File: config.mk
export PLATFORM = sky130hd
export DESIGN_NAME = rtc_irq_flags
export DESIGN_NICKNAME = d
export VERILOG_FILES = /design/src/rtl/rtc_irq_pkg.sv /design/src/rtl/rtc_evt_flag.sv /design/src/rtl/rtc_supply_mon.sv /design/src/rtl/rtc_irq_flags.sv
export SDC_FILE = /design/constraint.sdc
export NUM_CORES = 1
export LEC_CHECK = 0
export BUFFER_PORTS_ARGS = -buffer_cell sky130_fd_sc_hd__clkbuf_2
export CELL_PAD_IN_SITES_DETAIL_PLACEMENT = 0
export CELL_PAD_IN_SITES_GLOBAL_PLACEMENT = 2
export CORE_MARGIN = 1
export CORE_UTILIZATION = 17
export CTS_BUF_LIST = sky130_fd_sc_hd__clkbuf_8 sky130_fd_sc_hd__clkbuf_16
export DETAILED_ROUTE_END_ITERATION = 6
export GPL_TIMING_DRIVEN = 0
export PLACE_DENSITY = 0.73
export SYNTH_ARGS = -nofsm -noshare
export SYNTH_HDL_FRONTEND = slang
export SYNTH_SLANG_ARGS = --single-unit
File: constraint.sdc
create_clock -name clk_i -period 1.47 [get_ports clk_i]
set_clock_uncertainty 0.2 [all_clocks]
set_input_delay 0.3675 -clock clk_i [delete_from_list [all_inputs] [get_ports clk_i]]
set_output_delay 0.3675 -clock clk_i [all_outputs]
set_load 0.005 [all_outputs]
File: src/rtl/rtc_irq_pkg.sv
package rtc_irq_pkg;
  localparam int unsigned REG_W   = 8;
  localparam int unsigned N_SRC   = 3;
  // source index order inside the flag vector
  localparam int unsigned SRC_UPD = 0;
  localparam int unsigned SRC_ALM = 1;
  localparam int unsigned SRC_PER = 2;
  // status byte layout
  localparam int unsigned FLAG_LSB = 4;
  localparam int unsigned IRQ_BIT  = REG_W - 1;
  localparam int unsigned VLD_BIT  = REG_W - 1;
endpackage

File: src/rtl/rtc_evt_flag.sv
module rtc_evt_flag (
  input  logic clk_i,
  input  logic rst_ni,
  input  logic evt_i,
  input  logic rd_i,
  input  logic hold_clr_i,
  output logic flag_o
);
  logic flag_q;

  always_ff @(posedge clk_i or negedge rst_ni) begin
    if (!rst_ni)         flag_q <= 1'b0;
    else if (hold_clr_i) flag_q <= 1'b0;
    else                 flag_q <= evt_i | (flag_q & ~rd_i);
  end

  assign flag_o = flag_q;

  assert_hold_clr_R8: assert property (@(posedge clk_i) disable iff (!rst_ni)
    hold_clr_i |=> !flag_o);
  assert_evt_wins_R7: assert property (@(posedge clk_i) disable iff (!rst_ni)
    (evt_i && !hold_clr_i) |=> flag_o);
  assert_rd_clr_R6: assert property (@(posedge clk_i) disable iff (!rst_ni)
    (rd_i && !evt_i) |=> !flag_o);
endmodule

File: src/rtl/rtc_supply_mon.sv
module rtc_supply_mon (
  input  logic clk_i,
  input  logic rst_ni,
  input  logic vlow_i,
  input  logic rd_i,
  output logic low_next_o,
  output logic low_seen_o
);
  logic low_q, low_d;

  // a read re-arms the sticky bit to the present sense level
  assign low_d = rd_i ? vlow_i : (low_q | vlow_i);

  always_ff @(posedge clk_i or negedge rst_ni) begin
    if (!rst_ni) low_q <= 1'b0;
    else         low_q <= low_d;
  end

  assign low_next_o = low_d;
  assign low_seen_o = low_q;

  assert_sticky_R9: assert property (@(posedge clk_i) disable iff (!rst_ni)
    (low_seen_o && !rd_i) |=> low_seen_o);
  assert_rearm_R10: assert property (@(posedge clk_i) disable iff (!rst_ni)
    (rd_i && !vlow_i) |=> !low_seen_o);
endmodule

File: src/rtl/rtc_irq_flags.sv
module rtc_irq_flags
  import rtc_irq_pkg::*;
(
  input  logic             clk_i,
  input  logic             rst_ni,
  input  logic             soft_rst_i,
  input  logic             clk_dis_i,
  input  logic             upd_evt_i,
  input  logic             alm_evt_i,
  input  logic             tap_i,
  input  logic             upd_en_i,
  input  logic             alm_en_i,
  input  logic             per_en_i,
  input  logic             vlow_i,
  input  logic             rd_stat_i,
  input  logic             rd_pwr_i,
  output logic             irq_o,
  output logic [REG_W-1:0] stat_o,
  output logic [REG_W-1:0] pwr_o
);
  logic             tap_q;
  logic             low_next, low_seen;
  logic [N_SRC-1:0] evt, hold_clr, en, flag;

  always_ff @(posedge clk_i or negedge rst_ni) begin
    if (!rst_ni) tap_q <= 1'b0;
    else         tap_q <= tap_i;
  end

  rtc_supply_mon u_supply (
    .clk_i      (clk_i),
    .rst_ni     (rst_ni),
    .vlow_i     (vlow_i),
    .rd_i       (rd_pwr_i),
    .low_next_o (low_next),
    .low_seen_o (low_seen)
  );

  always_comb begin
    evt               = '0;
    hold_clr          = '0;
    en                = '0;
    evt[SRC_UPD]      = upd_evt_i;
    evt[SRC_ALM]      = alm_evt_i;
    evt[SRC_PER]      = tap_i ^ tap_q;
    hold_clr[SRC_UPD] = soft_rst_i | clk_dis_i;
    hold_clr[SRC_PER] = soft_rst_i | clk_dis_i;
    hold_clr[SRC_ALM] = low_next;
    en[SRC_UPD]       = upd_en_i;
    en[SRC_ALM]       = alm_en_i;
    en[SRC_PER]       = per_en_i;
  end

  for (genvar g = 0; g < N_SRC; g++) begin : g_flag
    rtc_evt_flag u_flag (
      .clk_i      (clk_i),
      .rst_ni     (rst_ni),
      .evt_i      (evt[g]),
      .rd_i       (rd_stat_i),
      .hold_clr_i (hold_clr[g]),
      .flag_o     (flag[g])
    );
  end

  assign irq_o = |(flag & en);

  always_comb begin
    stat_o                           = '0;
    stat_o[IRQ_BIT]                  = irq_o;
    stat_o[FLAG_LSB +: N_SRC]        = flag;
    pwr_o                            = '0;
    pwr_o[VLD_BIT]                   = ~low_seen;
  end

  assert_irq_needs_flag_R5: assert property (@(posedge clk_i) disable iff (!rst_ni)
    irq_o |-> (stat_o[FLAG_LSB +: N_SRC] != '0));
  assert_af_held_R11: assert property (@(posedge clk_i) disable iff (!rst_ni)
    !pwr_o[VLD_BIT] |-> !stat_o[FLAG_LSB + SRC_ALM]);
  assert_alm_blocked_R11: assert property (@(posedge clk_i) disable iff (!rst_ni)
    (!pwr_o[VLD_BIT] && !rd_pwr_i) |=> !stat_o[FLAG_LSB + SRC_ALM]);
endmodule

# Yosys cells after proc, flatten, opt, wreduce, memory -nomap -nowiden
# Cells that the tools add are included.
[totals] register_bits=5 in_bits=13 output_inout_bits=17
[op_classes] n_mux=4 bitwise_logic=12 reduce_logical=1
[ops] operator="$or 1x1->1" count=5
[ops] operator="$mux 1" count=4
[ops] operator="$and 1x1->1" count=3
[ops] operator="$and 3x3->3" count=1
[ops] operator="$reduce_or 3->1" count=1
[ops] operator="$not 1->1" count=2
[ops] operator="$xor 1x1->1" count=1

# Depth between registers and ports, before layout
# Gate-level depths: netlist of run 1.
[depth] word_depth=4 ltp_mapped=3 depth_no_buf=2

# Hierarchy
# A second synthesis of run 1 with hierarchy kept.
[hier_totals] cells_unflattened=34 area_unflattened_um2=319.1
[by_module_without_submodules] mod="rtc_irq_flags" instances=1 cells_per_inst=19 area_per_inst_um2=151.4 seq_area_each_um2=25.0
[by_module_without_submodules] mod="rtc_evt_flag" instances=3 cells_per_inst=4 area_per_inst_um2=43.8 seq_area_each_um2=25.0
[by_module_without_submodules] mod="rtc_supply_mon" instances=1 cells_per_inst=3 area_per_inst_um2=36.3 seq_area_each_um2=25.0

# Least setup slack after synthesis of run 1
# No wires, ideal clock.
[synth_timing] kind="in2out" from="input upd_en_i" to="output stat_o[7]" t_arrival_ns=0.904 required_time_ns=0.902 setup_slack_ns=-0.002 cell_stages=3 path_cell_list="a222oi_1 -> inv_1 -> buf_4"
[synth_via] elab_chain_cells=2
[synth_rtl] element="start: declaration" line_no="rtc_irq_flags.sv:11" rtl="input logic upd_en_i,"
[synth_rtl] element="$and 3x3->3" line_no="rtc_irq_flags.sv:65" rtl="assign irq_o = |(flag & en);"
[synth_rtl] element="$reduce_or 3->1" line_no="rtc_irq_flags.sv:65"
[synth_rtl] element="end: declaration" line_no="rtc_irq_flags.sv:18" rtl="output logic [REG_W-1:0] stat_o,"
# No other way between the ends.

# Final worst setup path of run 1
[layout_timing] from="register g_flag[0].u_flag.flag_q" to="output stat_o[7]"
[layout_via] elab_chain_cells=2
[layout_rtl] element="start: declaration" line_no="rtc_evt_flag.sv:9" rtl="logic flag_q;"
[layout_rtl] element="start signal: assignment" line_no="rtc_evt_flag.sv:14" rtl="else flag_q <= evt_i | (flag_q & ~rd_i);"
[layout_rtl] element="$and 3x3->3" line_no="rtc_irq_flags.sv:65"
[layout_rtl] element="$reduce_or 3->1" line_no="rtc_irq_flags.sv:65"
# No other way between the ends.

==> out/metrics.cfg, run 1 <==
[run_status]
status = finished, violations left
violations = negative setup slack

[sta]
layout_setup_ws_ps = -330
timing_hold_violations_final = 0
whs_ps = 79.1
rsz0062_at_grt = true
final.min_clock_period_ps = 1800
fin_crit_sh_pct = 122
maxSlewViolCount = 0
finalSetupViolations = 4
fmax_mhz = 556

[synth]
yosysWarnings = 0
syn_area_um2 = 338
synth_xor_area_share_pct = 2.59
syn_avg_cell_area_um2 = 9.65
synth_simple_gate_area_share_pct = 7.41
synthCells = 35
synthAdderAreaFrac_pct = 0
synth.distinct_cells = 13
synth_top_family_by_area = buffers and inverters
synth_compound_area_share_pct = 14.1
yosysSeqAreaShare_pct = 37.0
synthMuxAreaShare_pct = 0
synth-seq-cells = 5

[finish]
instances_no_fill = 96
area_delta_synth_final_pct = 71.5
drive_above_1_share_pct = 59.2
nFillCells = 205
design_area_um2 = 579
diodes = 0
final_nets = 85

[clocking]
cts.htree.levels = 1
tritoncts = done
root_buffer = clkbuf_8
insertion_delay_ps = 220
clockBufferDepth = 2
clkSlewWorstSetupHoldPaths_ps = 40
cts_buffers = 3
cts.sinks = 5

[global_routing]
grt_overflow = 0
grt_pass1_wl_um = 862
grt_use_met3_pct = 3.53
grt_use_met1_pct = 6.87
antenna_found_initial = 0
grt_max_degree = 6
busiest_layer = met2
grt_use_total_pct = 5.96
grt_pass1_vias = 230
grt_use_met2_pct = 9.17

[critical_path]
crit_fanout = 2
crit_arrival_ps = 1230
required_ps = 900
cp-end-kind = primary output
path_class = register to primary output
rr_startpoint = g_flag[0].u_flag.flag_o
reg2reg_slack_ps = 210
start_kind = register
cp-startpoint = g_flag[0].u_flag.flag_o

[placed_design]
port_buffers = 18
routabilityCongestion = 0.664
pre_cts_ws_ps = -185
placed_cell_area_um2 = 497
dp_cells = 88

[detailed_routing]
vias_per_cell = 3.11
routed_wirelength_um = 611
drc = 0
vias = 299
drt-initial-drc-count = 5
detail-route-antenna-nets = 0
wire_per_inst_um = 6.36
first_pass_iters = 5

[power_and_ir_drop]
power_leakage_uw = 0.000354
p_int_uw = 390
p_switching_uw = 108
powerDensity_mw_per_mm2 = 859
switching_share_pct = 21.7
clkPwrFrac_pct = 50.4
pwr-share-seq_pct = 30.4
p_comb_share_pct = 19.2
vdd_drop_max_mv = 0.596

[run]
cap_violations = 0

[floorplanning]
die_height_um = 46.6
coreArea_mm2 = 0.00180
start_util_pct = 18.8
die_width_um = 46.6
io_pins = 30
fp-row-count = 15
die-area_mm2 = 0.00217

[hold_path]
min_from = tap_i
hp-class = input pin to register

-- cells by family after synthesis --
logic type	count (synthesis)
xor gates and xnor gates	1
AOI/OAI and AO/OA	5
buffers and inverters	19
and+or+nand+nor	4
DFF	5
other	1
-- cell type report --
class	count	area (um^2)	share of cell area (%)
plain buffers	15	113	19.4
repair buffers	22	126	21.8
well taps	25	31.3	5.40
inverters	4	15.0	2.59
multi-input cells	21	123	21.2
clock buffers	3	41.3	7.13
clock inverters	1	5.00	0.864
flip-flops and latches	5	125	21.6
-- sequential cells by signal, indices dropped and copies added (netlist names) --
signal,cells
u_supply.low_seen_o,1
tap_q,1
g_flag.u_flag.flag_o,3
-- power by group through the flow --
stage / Sequential [uW] / Clock, uW / Combinational [uW]
2_1_floorplan: 152 / 0 / 55.0
5_1_grt: 152 / 272 / 108
3_5_place_dp: 154 / 0 / 86.4
4_1_cts: 151 / 255 / 93.6
3_3_place_gp: 153 / 0 / 85.7
6_report: 151 / 251 / 95.7
-- worst max-delay path, stage by stage (launching register included) --
cell      delay [ps]
dfrtp_1          370
a222oi_1         310
inv_1             90
buf_4            130
clkbuf_2         100
-- layer usage --
layer	wire, um	share of wire [%]
met4	0	0
met5	0	0
met2	263	43
met1	271	44
met3	76	12
-- Yosys cell counts, drive strengths merged --
| library cell | count | area, um^2 |
|---|---|---|
| inv | 4 | 15.0 |
| a21boi | 1 | 7.51 |
| a221oi | 1 | 15.0 |
| buf | 15 | 113 |
| a222oi | 1 | 10.0 |
| o21a | 1 | 7.51 |
| and2b | 1 | 8.76 |
| a21o | 1 | 7.51 |
| xnor2 | 1 | 8.76 |
| nor2 | 1 | 3.75 |
| dfrtp | 5 | 125 |
| nand2b | 2 | 12.5 |
| conb | 1 | 3.75 |
-- stage by stage --
stage / util (%) / TNS (ps) / total power [uW]
after detailed placement: 27.6 / -253 / 240
after CTS: 31.5 / -649 / 500
after global placement: 27.6 / -245 / 239
after floorplan: - / -1.74 / 207
after global routing: 32.2 / -954 / 532
final: 32.2 / -724 / 498
-- worst paths after layout --
check,to,depth (start not counted)
min in group asynchronous,tap_q,2
hold reg to reg,g_flag[1].u_flag.flag_o,1
max in group asynchronous,u_supply.low_seen_o,2
setup reg to reg,g_flag[0].u_flag.flag_o,4
hold / removal,tap_q,1
setup / recovery,stat_o[7],4
-- repair_timing --
item,in CTS,in global routing
setup buffers,2,1
hold endpoints to repair,5,0
setup endpoints to repair,2,4
hold buffers,1,0
pin swaps,0,0
gates resized for setup,0,1
-- placed cells by master (no fill, tap or decap) --
cell type and count:
buf_4 17, dfrtp_1 5, dlygate4sd3_1 1, clkbuf_2 18, and2b_2 1, conb_1 11, nor2_1 1, inv_1 4
nand2b_1 2, a221oi_2 1, a222oi_1 1, o21a_1 1, buf_6 1, clkinv_2 1, a21boi_0 1, clkbuf_8 3
xnor2_1 1, a21o_1 1
No activity file was read; power rests on OpenSTA's default activity.
==> inputs of run 2 (changes only) <==
PLACE_DENSITY = unset   (was 0.73)
PLACE_DENSITY_LB_ADDON = 0.08   (was unset)
SETUP_SLACK_MARGIN = 0.02   (was unset)
==> run 2 against run 1 <==
  * The run still ends with negative setup slack left
  * Largest power group unchanged
  * Clock-buffer cell count stayed put
  * Global-route usage is 0.38 points higher
  * Critical endpoint unchanged
  * Setup slack better by 5.4 ps
  * Sequential share of layout area is 1.1 points higher
  * Combinational power is 7.4% lower
==> out/metrics.cfg, run 2 (synthesized netlist as in run 1, its figures left out) <==
[critical_path]
crit_fanout = 3  ; +1
cp-end-kind = primary output
crit_arrival_ps = 1230  ; about the same
cp_top_family = flip-flops
cpPeakStageDelay_ps = 380  ; about the same
required_ps = 900  ; about the same
critical_path.cell_chain = a222oi_1 > inv_1 > buf_4 > clkbuf_2
start_kind = register
path_class = register to primary output
cpMaxStageDelayCell = dfrtp_1
worst-path-buf-inv = 3  ; unchanged

[power_and_ir_drop]
switching_share_pct = 21.9  ; +0.18 points
p_comb_share_pct = 18.1  ; -1.1 points
vdd_drop_max_mv = 0.403  ; -33%
p_switching_uw = 107  ; -1.1%
clkPwrFrac_pct = 50.8  ; +0.4 points
pwr-share-seq_pct = 31.1  ; +0.7 points
powerDensity_mw_per_mm2 = 885  ; +3.0%
p_int_uw = 382  ; -2.1%
power_leakage_uw = 0.000339  ; -4.3%

[sta]
final.min_clock_period_ps = 1790  ; -5.37 ps
maxSlewViolCount = 0  ; unchanged
fmax_mhz = 557  ; +0.30%
finalSetupViolations = 2  ; -2
rsz0062_at_grt = true
fin_crit_sh_pct = 122  ; -0.37 points
layout_setup_ws_ps = -325  ; +5.37 ps
timing_hold_violations_final = 0  ; unchanged

[detailed_routing]
vias = 284  ; -5.0%
drt-initial-drc-count = 3  ; -2
wire_per_inst_um = 6.52  ; +2.4%
drc = 0  ; unchanged
detail-route-antenna-nets = 0  ; unchanged
first_pass_iters = 4  ; -1
routed_wirelength_um = 606  ; -0.82%
vias_per_cell = 3.05  ; -2.0%

[global_routing]
grt_pass1_vias = 217  ; -5.7%
grt_pass1_wl_um = 848  ; -1.6%
grt_overflow = 0  ; unchanged
grt_max_degree = 6  ; unchanged
antenna_found_initial = 0  ; unchanged
grt_use_total_pct = 6.34  ; +0.38 points

[floorplanning]
io_pins = 30  ; unchanged
coreArea_mm2 = 0.00180  ; unchanged
die_width_um = 46.6  ; unchanged
die_height_um = 46.6  ; unchanged
fp-row-count = 15  ; unchanged
die-area_mm2 = 0.00217  ; unchanged
start_util_pct = 18.8  ; unchanged

[placed_design]
pre_cts_ws_ps = -194  ; -9.01 ps
port_buffers = 18  ; unchanged
routabilityCongestion = 0.615  ; -7.3%
dp_cells = 88  ; unchanged
place.detailed.hpwl_um = 524

[run_status]
violations = negative setup slack
status = finished, violations left

[clocking]
cts.htree.levels = 1  ; unchanged
tritoncts = done
clockBufferDepth = 2  ; unchanged
root_buffer = clkbuf_8
cts_buffers = 3  ; unchanged
insertion_delay_ps = 220  ; about the same
clkSlewWorstSetupHoldPaths_ps = 30  ; about the same
cts.sinks = 5  ; unchanged
postCtsSetupBuffers = 0  ; -2

[finish]
most-common-layout-cells = clkbuf_2, buf_4, conb_1
largest_reg_flops = 3  ; unchanged
diodes = 0  ; unchanged
final_core_util_pct = 30.6  ; -1.5 points
drive_above_1_share_pct = 55.9  ; -3.3 points
instances_no_fill = 93  ; -3.1%
area_delta_synth_final_pct = 63.3
final_nets = 82  ; -3.5%
layout_commonest_cell = clkbuf_2

[run]
cap_violations = 0  ; unchanged

[hold_path]
hp-class = input pin to register

run 2: cell count changes in the layout (fill, tap and decap cells not counted), sizes merged:
cell / delta
clkinv: -1
inv: +1
buf: -3
run 2: path summary, 6_finish.rpt:
check / start / end / slack (ps) / cells past startpoint
hold / removal: tap_i / tap_q / 90 / 1
min in group asynchronous: rst_ni / g_flag[1].u_flag.flag_o / 300 / 2
hold reg to reg: u_supply.low_seen_o / g_flag[1].u_flag.flag_o / 290 / 1
max in group asynchronous: rst_ni / g_flag[2].u_flag.flag_o / 630 / 2
setup reg to reg: g_flag[0].u_flag.flag_o / g_flag[0].u_flag.flag_o / 430 / 2
setup / recovery: g_flag[0].u_flag.flag_o / stat_o[7] / -320 / 4
run 2: area by class of cell:
| cell class | instances | area (um^2) |
|---|---|---|
| buffer | 15 | 113 |
| clock buffer | 3 | 41.3 |
| clock inverter | 1 | 3.75 |
| fill | 210 | 1250 |
| inverter | 4 | 15.0 |
| multi-input combinational | 21 | 123 |
| sequential | 5 | 125 |
| tap | 25 | 31.3 |
| timing repair buffer | 19 | 100 |
run 2: per-layer routing:
| layer | global-route usage (%) | share of wire, % |
|---|---|---|
| met1 | 5.16 | 39 |
| met2 | 10.0 | 48 |
| met3 | 2.35 | 13 |
| met4 | 8.82 | 0 |
| met5 | 0 | 0 |
run 2: metrics by stage:
step | setup TNS [ps] | cell area (um^2) | total power, uW | hold slack, ps
2_1_floorplan | -1.74 | 375 | 207 | -128
3_3_place_gp | -315 | 497 | 241 | -4.31
3_5_place_dp | -276 | 497 | 241 | -4.89
4_1_cts | -583 | 552 | 497 | 84.6
5_1_grt | -676 | 552 | 514 | 93.3
6_report | -537 | 552 | 488 | 85.7
run 2: power by group through the flow:
| stage | clock network [uW] | registers, uW | logic [uW] |
|---|---|---|---|
| after floorplan | 0 | 152 | 55.0 |
| after global placement | 0 | 153 | 87.5 |
| after detailed placement | 0 | 154 | 86.8 |
| after CTS | 256 | 152 | 89.0 |
| after global routing | 262 | 153 | 99.0 |
| final | 248 | 152 | 88.6 |
run 2: repair_timing:
| action | in CTS | in global routing |
|---|---|---|
| endpoints found under the hold margin | 5 | 0 |
| hold buffers | 1 | 0 |
| gates resized for setup | 0 | 0 |
| setup endpoints to repair | 2 | 2 |
| pin swaps | 1 | 0 |
==> inputs of run 3 (changes only) <==
CORE_UTILIZATION = 15   (was 17)
clock period = 1.5 ns   (was 1.47 ns; I/O delays follow)
==> run 3 against run 2 <==
  * The flow still finishes with violations (negative setup slack)
  * Worst hold slack gained 4.0 ps
  * Cell area up 3.9%
  * Wire length is 7.8% higher
  * Register-to-register slack worse by 90 ps
  * Clock power barely moved
  * Global-route usage is essentially flat
  * Flip-flop and latch count is the same
  * Setup slack improved by 19 ps
  * Largest power group unchanged
  * Largest cell class unchanged
==> out/metrics.cfg, run 3 (synthesized netlist as in run 1, its figures left out) <==
[run]
cap_violations = 0  ; unchanged

[hold_path]
min_delay_path_depth = 1  ; unchanged
min_from = tap_i
min_to = tap_q
hp-class = input pin to register

[sta]
final.min_clock_period_ps = 1810
fin_crit_sh_pct = 120
fin_setup_tns_ps = -565  ; -28.6 ps
maxSlewViolCount = 0  ; unchanged
timing_hold_violations_final = 0  ; unchanged
layout_setup_ws_ps = -305  ; +19.4 ps
finalSetupViolations = 4  ; +2
fmax_mhz = 554
rsz0062_at_grt = true

[critical_path]
regToRegEndpoint = g_flag[0].u_flag.flag_o
path_class = register to primary output
crit_arrival_ps = 1230  ; about the same
cp-end-kind = primary output
cp-startpoint = g_flag[1].u_flag.flag_o
rr_startpoint = g_flag[0].u_flag.flag_o
reg2reg_slack_ps = 340  ; -90 ps
start_kind = register
crit_fanout = 3  ; unchanged
reg2reg_depth = 3  ; +1
required_ps = 920  ; +20 ps

[detailed_routing]
wire_per_inst_um = 6.73  ; +3.3%
first_pass_iters = 4  ; unchanged
vias_per_cell = 3.19  ; +4.3%
detail-route-antenna-nets = 0  ; unchanged
drt-initial-drc-count = 1  ; -2
drc = 0  ; unchanged
vias = 309  ; +8.8%
routed_wirelength_um = 653  ; +7.8%

[finish]
final_nets = 84  ; +2.4%
most-common-layout-cells = clkbuf_2, buf_4, conb_1
layout_commonest_cell = clkbuf_2
largest_reg_flops = 3  ; unchanged
seq_area_um2 = 125  ; unchanged
instances_no_fill = 97  ; +4.3%
design_area_um2 = 573  ; +3.9%
diodes = 0  ; unchanged
multi_input_area_um2 = 123  ; unchanged
nFillCells = 240  ; +14%
area_delta_synth_final_pct = 69.6
drive_above_1_share_pct = 57.1  ; +1.3 points

[clocking]
cts.sinks = 5  ; unchanged
root_buffer = clkbuf_8
cts.htree.levels = 1  ; unchanged
cts_buffers = 3  ; unchanged
clkSlewWorstSetupHoldPaths_ps = 40  ; about the same
clockBufferDepth = 2  ; unchanged
tritoncts = done
insertion_delay_ps = 220  ; about the same

[power_and_ir_drop]
power_leakage_uw = 0.000351  ; +3.4%
finalPower_uw = 487  ; -0.36%
powerDensity_mw_per_mm2 = 849  ; -4.1%
vdd_drop_max_mv = 0.248  ; -38%

[placed_design]
dp_cells = 90  ; +2.3%
port_buffers = 18  ; unchanged
routabilityCongestion = 0.603  ; -2.0%
placed_cell_area_um2 = 499  ; +0.50%

[global_routing]
grt_use_total_pct = 6.32  ; -0.018 points
grt_max_degree = 6  ; unchanged
antenna_found_initial = 0  ; unchanged
grt_pass1_wl_mm = 1.08  ; +28%
grt_overflow = 0  ; unchanged
grt_pass1_vias = 305  ; +41%

[floorplanning]
die-area_mm2 = 0.00245  ; +13%
die_height_um = 49.5  ; +6.2%
io_pins = 30  ; unchanged
start_util_pct = 16.5  ; -2.2 points
fp-row-count = 16  ; +1
coreArea_mm2 = 0.00204  ; +13%
die_width_um = 49.5  ; +6.2%

[run_status]
violations = negative setup slack
status = finished, violations left

## run 3: routing by layer
metal	up-vias	GRT usage [%]	share of wire (%)	wire, um
li1	154	-	-	-
met1	134	4.85	37	240
met2	19	11.4	52	341
met3	2	0.309	8.6	56
met4	0	10.0	2.3	15
met5	-	0	0	0
## run 3: final cells by class
cell class / instances / share of cell area, %
clock buffer: 3 / 7.21
sequential: 5 / 21.8
clock inverter: 1 / 0.655
multi-input combinational: 21 / 21.4
inverter: 4 / 2.62
buffer: 15 / 20.3
timing repair buffer: 21 / 20.1
tap: 27 / 5.90
## run 3: per-stage QoR
| stage | worst slack (ps) | hold WS [ps] | util [%] |
|---|---|---|---|
| global route | -378 | 93.1 | 28.1 |
| global placement | -188 | 3.06 | 24.4 |
| detailed placement | -167 | 3.04 | 24.4 |
| finish | -305 | 89.7 | 28.1 |
| floorplan | 13.3 | -121 | - |
| CTS | -332 | 89.0 | 27.5 |
## run 3: what timing repair did
action,CTS,global route
resized for setup,0,1
buffers inserted,1,1
hold buffers,1,0
endpoints found under the setup margin,2,3
pin swaps,1,1
hold endpoints to repair,5,0
## run 3: how the worst max path moves through the flow
stage	endpoint	slack [ps]	depth (start not counted)
6_report	stat_o[7]	-310	4
4_1_cts	stat_o[7]	-330	4
3_5_place_dp	stat_o[7]	-170	5
2_1_floorplan	stat_o[7]	10	3
3_3_place_gp	stat_o[7]	-190	5
5_1_grt	stat_o[7]	-380	4
## run 3: report_power, final
part	switching [uW]	leakage [uW]	total [uW]	internal [uW]
combinational	33.0	0.000261	92.9	59.9
clock	69.6	0.0000269	245	176
sequential	5.32	0.0000624	149	143
## run 3: critical path, cell delays in order, from the launching register on
cell	delay [ps]
dfrtp_1	380
a222oi_1	300
inv_1	110
buf_6	120
clkbuf_2	100
